===== src/rtl/wdt_pkg.sv =====
package wdt_pkg;
    localparam int DATA_W = 32;
    localparam int DIV_W  = 18;
    localparam int CNT_W  = 16;
    localparam int ADDR_W = 4;

    localparam logic [ADDR_W-1:0] OFF_CTRL    = 4'h0;
    localparam logic [ADDR_W-1:0] OFF_COUNT   = 4'h8;
    localparam logic [ADDR_W-1:0] OFF_RESTART = 4'hC;

    localparam int BIT_RUN    = 18;
    localparam int BIT_RSTEN  = 21;
    localparam int BIT_TCLKEN = 24;
    localparam int BIT_PSCEN  = 25;

    typedef struct packed {
        logic             psc_en;
        logic             tclk_en;
        logic             rst_en;
        logic             run;
        logic [DIV_W-1:0] div;
    } ctrl_t;

    function automatic logic [DATA_W-1:0] ctrl_pack(input ctrl_t c);
        logic [DATA_W-1:0] w;
        w = '0;
        w[DIV_W-1:0]  = c.div;
        w[BIT_RUN]    = c.run;
        w[BIT_RSTEN]  = c.rst_en;
        w[BIT_TCLKEN] = c.tclk_en;
        w[BIT_PSCEN]  = c.psc_en;
        return w;
    endfunction

    function automatic ctrl_t ctrl_unpack(input logic [DATA_W-1:0] w);
        ctrl_t c;
        c.div     = w[DIV_W-1:0];
        c.run     = w[BIT_RUN];
        c.rst_en  = w[BIT_RSTEN];
        c.tclk_en = w[BIT_TCLKEN];
        c.psc_en  = w[BIT_PSCEN];
        return c;
    endfunction
endpackage


===== src/rtl/wdt_regs.sv =====
module wdt_regs
    import wdt_pkg::*;
(
    input  logic              clk,
    input  logic              rst,
    input  logic [ADDR_W-1:0] addr,
    input  logic              we,
    input  logic [DATA_W-1:0] wdata,
    output logic [DATA_W-1:0] rdata,
    input  logic [CNT_W-1:0]  live_cnt,
    output ctrl_t             ctrl,
    output logic [CNT_W-1:0]  thr,
    output logic              restart
);
    logic unused_wbits;
    assign unused_wbits = ^wdata;

    logic hit_ctrl, hit_cnt;
    assign hit_ctrl = we && (addr == OFF_CTRL);
    assign hit_cnt  = we && (addr == OFF_COUNT);
    assign restart  = we && (addr == OFF_RESTART);

    always_ff @(posedge clk) begin
        if (rst) begin
            ctrl <= '0;
            thr  <= '0;
        end else begin
            if (hit_ctrl) ctrl <= ctrl_unpack(wdata);
            if (hit_cnt)  thr  <= wdata[CNT_W-1:0];
        end
    end

    always_comb begin
        case (addr)
            OFF_CTRL:  rdata = ctrl_pack(ctrl);
            OFF_COUNT: rdata = {live_cnt, thr};
            default:   rdata = '0;
        endcase
    end

    assert_thr_low_half_R3: assert property (@(posedge clk) disable iff (rst)
        hit_cnt |=> thr == $past(wdata[CNT_W-1:0]));
endmodule


===== src/rtl/wdt_prescale.sv =====
module wdt_prescale
    import wdt_pkg::*;
(
    input  logic             clk,
    input  logic             rst,
    input  logic [DIV_W-1:0] div,
    input  logic             psc_en,
    input  logic             tclk_en,
    input  logic             resync,
    output logic             tick
);
    localparam logic [DIV_W-1:0] ONE = DIV_W'(1);

    logic [DIV_W-1:0] phase;
    logic             active;

    assign active = psc_en && tclk_en && (div != '0);
    assign tick   = active && (phase >= div - ONE);

    always_ff @(posedge clk) begin
        if (rst || resync || !active || tick) phase <= '0;
        else                                  phase <= phase + ONE;
    end

    assert_tick_rewinds_R4: assert property (@(posedge clk) disable iff (rst)
        tick |=> phase == '0);
    assert_gated_idle_R5: assert property (@(posedge clk) disable iff (rst)
        (!psc_en || !tclk_en) |=> phase == '0);
endmodule


===== src/rtl/wdt_core.sv =====
module wdt_core
    import wdt_pkg::*;
#(
    parameter int PULSE_CYC = 4
) (
    input  logic             clk,
    input  logic             rst,
    input  logic             tick,
    input  logic             run,
    input  logic             rst_en,
    input  logic             restart,
    input  logic [CNT_W-1:0] thr,
    output logic [CNT_W-1:0] cnt,
    output logic             sys_rst_o
);
    localparam int PW = $clog2(PULSE_CYC + 1);
    localparam logic [CNT_W-1:0] ONE = CNT_W'(1);
    localparam logic [PW-1:0] PLEN = PW'(PULSE_CYC);

    logic          hit, hit_q, fire;
    logic [PW-1:0] pulse;

    assign hit  = run && (cnt >= thr);
    assign fire = hit && !hit_q && rst_en;

    always_ff @(posedge clk) begin
        if (rst) begin
            cnt   <= '0;
            hit_q <= 1'b0;
            pulse <= '0;
        end else begin
            if (restart)                 cnt <= '0;
            else if (run && tick && !hit) cnt <= cnt + ONE;
            hit_q <= hit;
            if (fire)              pulse <= PLEN;
            else if (pulse != '0)  pulse <= pulse - PW'(1);
        end
    end

    assign sys_rst_o = (pulse != '0);

    assert_restart_clears_R7: assert property (@(posedge clk) disable iff (rst)
        restart |=> cnt == '0);
    assert_frozen_when_stopped_R6: assert property (@(posedge clk) disable iff (rst)
        (!run && !restart) |=> cnt == $past(cnt));
    assert_single_step_R4: assert property (@(posedge clk) disable iff (rst)
        !restart |=> (cnt == $past(cnt) || cnt == $past(cnt) + ONE));
    assert_hold_at_limit_R8: assert property (@(posedge clk) disable iff (rst)
        (hit && !restart) |=> cnt == $past(cnt));
    assert_pulse_needs_enable_R9: assert property (@(posedge clk) disable iff (rst)
        $rose(sys_rst_o) |-> $past(rst_en));
endmodule


===== src/rtl/tick_watchdog.sv =====
module tick_watchdog
    import wdt_pkg::*;
#(
    parameter int PULSE_CYC = 4
) (
    input  logic              clk,
    input  logic              rst,
    input  logic [ADDR_W-1:0] bus_addr,
    input  logic              bus_we,
    input  logic [DATA_W-1:0] bus_wdata,
    output logic [DATA_W-1:0] bus_rdata,
    output logic              sys_rst_o
);
    ctrl_t            ctrl;
    logic [CNT_W-1:0] thr, cnt;
    logic             restart, tick;

    wdt_regs u_regs (
        .clk(clk), .rst(rst), .addr(bus_addr), .we(bus_we), .wdata(bus_wdata),
        .rdata(bus_rdata), .live_cnt(cnt), .ctrl(ctrl), .thr(thr), .restart(restart)
    );

    wdt_prescale u_psc (
        .clk(clk), .rst(rst), .div(ctrl.div), .psc_en(ctrl.psc_en),
        .tclk_en(ctrl.tclk_en), .resync(restart), .tick(tick)
    );

    wdt_core #(.PULSE_CYC(PULSE_CYC)) u_core (
        .clk(clk), .rst(rst), .tick(tick), .run(ctrl.run), .rst_en(ctrl.rst_en),
        .restart(restart), .thr(thr), .cnt(cnt), .sys_rst_o(sys_rst_o)
    );
endmodule


===== config.mk =====
export PLATFORM = sky130hd
export DESIGN_NAME = tick_watchdog
export DESIGN_NICKNAME = d
export VERILOG_FILES = /design/src/rtl/wdt_pkg.sv /design/src/rtl/wdt_regs.sv /design/src/rtl/wdt_prescale.sv /design/src/rtl/wdt_core.sv /design/src/rtl/tick_watchdog.sv
export SDC_FILE = /design/constraint.sdc
export NUM_CORES = 1
export LEC_CHECK = 0
export BUFFER_PORTS_ARGS = -buffer_cell sky130_fd_sc_hd__buf_2
export CAP_MARGIN = 15
export CORE_UTILIZATION = 40
export DETAILED_ROUTE_END_ITERATION = 8
export PLACE_DENSITY = 0.61
export SLEW_MARGIN = 20
export SYNTH_ARGS = -nofsm -noshare
export SYNTH_HDL_FRONTEND = slang
export SYNTH_HIERARCHICAL = 1
export SYNTH_SLANG_ARGS = --single-unit

===== constraint.sdc =====
create_clock -name clk -period 3.8 [get_ports clk]
set_input_delay 0.38 -clock clk [delete_from_list [all_inputs] [get_ports clk]]
set_output_delay 0.38 -clock clk [all_outputs]
set_load 0.05 [all_outputs]

==> impl_metrics.py <==
metrics = {
    "detailed_routing": {
        "drt_first_pass_iters": 4,
        "drt_iter0_drc": 200,
        "drt-total-wl_mm": 12.5,
        "vias": 4189,
        "drc_errors": 0,
        "ant_nets": 0,
        "post_drt_wl_per_cell_um": 16.1,
        "avgViaCountPerCell": 5.40,
    },
    "worst_setup_path": {
        "critPathLaunch": "u_regs/ctrl[3]",
        "critical_path.reg2reg.startpoint": "u_regs/ctrl[3]",
        "r2r_end": "u_core/cnt[15]",
        "end_kind": "flop",
        "crit_fanout": 5,
        "reg2reg_slack_ps": -360,
        "crit_type": "reg -> reg",
        "startpoint_type": "flop",
        "worst_r2r_path_depth": 16,
        "crit_end": "u_core/cnt[15]",
        "cp_data_required_time_ps": 4080,
        "cp.arrival_ps": 4440,
    },
    "die": {
        "row_count": 40,
        "die_w_um": 113,
        "dieArea_sq_mm": 0.0128,
        "ios": 72,
        "start_util_pct": 41.1,
        "die_h_um": 113,
        "core_area_sq_mm": 0.0120,
    },
    "synth": {
        "synthesis.area_sq_mm": 0.00494,
        "ys_seq_area_share_pct": 30.8,
        "synthCells": 543,
        "synth_enable_flop_cells": 0,
        "synth_seq_cells": 76,
        "ys_async_sr_fraction_pct": 0,
        "syn_area_per_cell_sq_um": 9.10,
        "synth_ff_type": "dfxtp_1",
        "synth_cell_type_count": 56,
        "yosysWarnings": 6,
        "syn-num-nets": 623,
    },
    "sta": {
        "rsz0062_at_grt": "yes",
        "finalHoldViolations": 0,
        "fmax_mhz": 241,
        "fin_crit_sh_pct": 109,
        "hold_ws_ps": 303,
        "slew_headroom_pct": 31.9,
        "fin_skew_ps": 7.09,
        "drv_slew": 0,
        "setup_slack_ps": -357,
        "setup_viol": 14,
        "worstMarginPinSlew_ps": 1020,
        "fin_crit_ps": 4160,
        "finalSetupTns_ps": -2410,
    },
    "finish": {
        "design_area_sq_mm": 0.00592,
        "finalNetCount": 705,
        "antenna_cells": 0,
        "syn2layout_area_growth_pct": 19.8,
        "layout_common_cells": "dfxtp_1, buf_2, nand2b_1, ha_1, buf_4",
        "layout_commonest_cell": "dfxtp_1",
        "drive_above_1_share_pct": 24.5,
    },
    "hold_path": {
        "hold_start": "bus_wdata[21]",
        "hold_class": "in -> reg",
    },
    "power_and_ir_drop": {
        "p_leak_nw": 2.52,
        "powerDensity_mw_per_mm2": 348,
        "peakVddDrop_mv": 0.294,
        "post-layout-total-power_mw": 2.06,
    },
    "grt": {
        "grt_pass1_vias": 4115,
        "antenna_found_initial": 0,
        "grt_max_degree": 68,
        "grt_pass1_wl_mm": 20.4,
        "grt_use_total_pct": 20.4,
        "grt-ovfl-total": 0,
    },
    "status": {
        "status": "finished, violations left",
        "violations": "negative setup slack",
    },
    "cts": {
        "worstSkewPairLatency_ps": 350,
        "root_buffer": "clkbuf_16",
        "clk_pin_slew_ps": 60,
        "numCtsBuffers": 9,
        "clockBufferDepth": 2,
        "cts_tree": "yes",
        "htreeDepth": 3,
        "cts.sinks": 76,
    },
    "placed_design": {
        "portBuffers": 61,
        "hpwl_mm": 9.27,
        "dpl-instance-area_sq_mm": 0.00550,
        "dp_slack_ps": -418,
        "gp_congestion": 0.892,
    },
    "run": {
        "drv_cap": 0,
    },
}
metrics by stage:
stage          cells  utilization, %
6_report         776            49.3
5_1_grt          776            49.3
4_1_cts          772            48.9
3_5_place_dp     752            45.8
3_3_place_gp     752            45.8
2_1_floorplan    543               -
layout make-up:
cell class              count  area (sq um)
flip-flops and latches     76          1520
inverters                  29           109
clock inverters             4          72.6
fillers                  1188          6090
clock buffers              11           253
repair buffers             96           572
multi-input cells         413          3200
well taps                 147           184
what timing repair did:
item | CTS | global route
buffers inserted | 5 | 4
pin swaps | 6 | 2
hold buffers | 0 | 0
setup endpoints to repair | 14 | 14
gates cloned | 0 | 0
resized for setup | 2 | 6
critical path, cell delays in order (launching register included):
cell and delay, ps:
dfxtp_2 320, or4_4 550, nor3_4 230, nand3_4 170, nor4_4 170, xnor2_1 110
ha_1 310, nand4_1 120, or4_4 520, o211ai_4 200, nor2b_4 180, nand4_1 150
or2_4 270, nor3_2 110, nand4_1 170, or3_1 390, a21oi_2 150
worst min-delay path by stage:
| stage | to | slack (ps) | cells after the start |
|---|---|---|---|
| floorplan | u_regs/ctrl[19] | 460 | 2 |
| global route | u_regs/ctrl[18] | 330 | 3 |
| detailed placement | u_regs/thr[13] | 490 | 2 |
| finish | u_regs/ctrl[19] | 300 | 3 |
| global placement | u_regs/thr[7] | 480 | 2 |
| CTS | u_regs/ctrl[19] | 300 | 3 |
flip-flops by register name, summed over array words and instances (netlist names):
register and count:
u_regs/thr 16, u_core/pulse 3, u_core/hit_q 1, u_psc/phase 18, u_core/cnt 16, u_regs/ctrl 22
routing by layer:
| layer | track usage (%) | routed length, um | vias to the layer above |
|---|---|---|---|
| met5 | 0 | 0 | - |
| met4 | 6.23 | 187 | 0 |
| met3 | 4.34 | 394 | 16 |
| met2 | 34.8 | 6040 | 70 |
| met1 | 25.8 | 5880 | 1989 |
| li1 | - | - | 2114 |
synth_stat cells, types with 5 or more instances:
master     n  area, sq um
dfxtp_1   76         1520
nand2_1   20         75.1
clkbuf_1  13         48.8
o31ai_1    6         45.0
nand2b_1  56          350
inv_1     29          109
nor2_1    19         71.3
ha_1      41          513
xnor2_1   22          193
or4_1      7         52.6
o21ai_0   15         75.1
a21oi_1   23          115
nand3_1   19         95.1
nor3_1    19         95.1
a22o_1    22          193
buf_4      5         37.5
buf_6      5         56.3
or3_1      8         50.1
nand4b_1   6         52.6
nand4_1   13         81.3
nor3_2    13          130
and3_1    14         87.6
xor2_1    13          114
mux2i_1   32          320
power breakdown:
| group | switching, mW | total, mW | internal, mW |
|---|---|---|---|
| registers | 0.0121 | 0.828 | 0.816 |
| logic | 0.168 | 0.284 | 0.115 |
| clock network | 0.340 | 0.945 | 0.606 |
| total | 0.520 | 2.06 | 1.54 |
cell families after synthesis:
kind of cell / after synthesis / synth area share [%]
fa+ha+maj: 41 / 10.4
xor+xnor: 35 / 6.20
compound gates: 81 / 11.3
buf+inv: 54 / 5.49
flops: 76 / 30.8
simple gates: 224 / 29.3
mux: 32 / 6.48
Power figures use the tool's default switching activity.
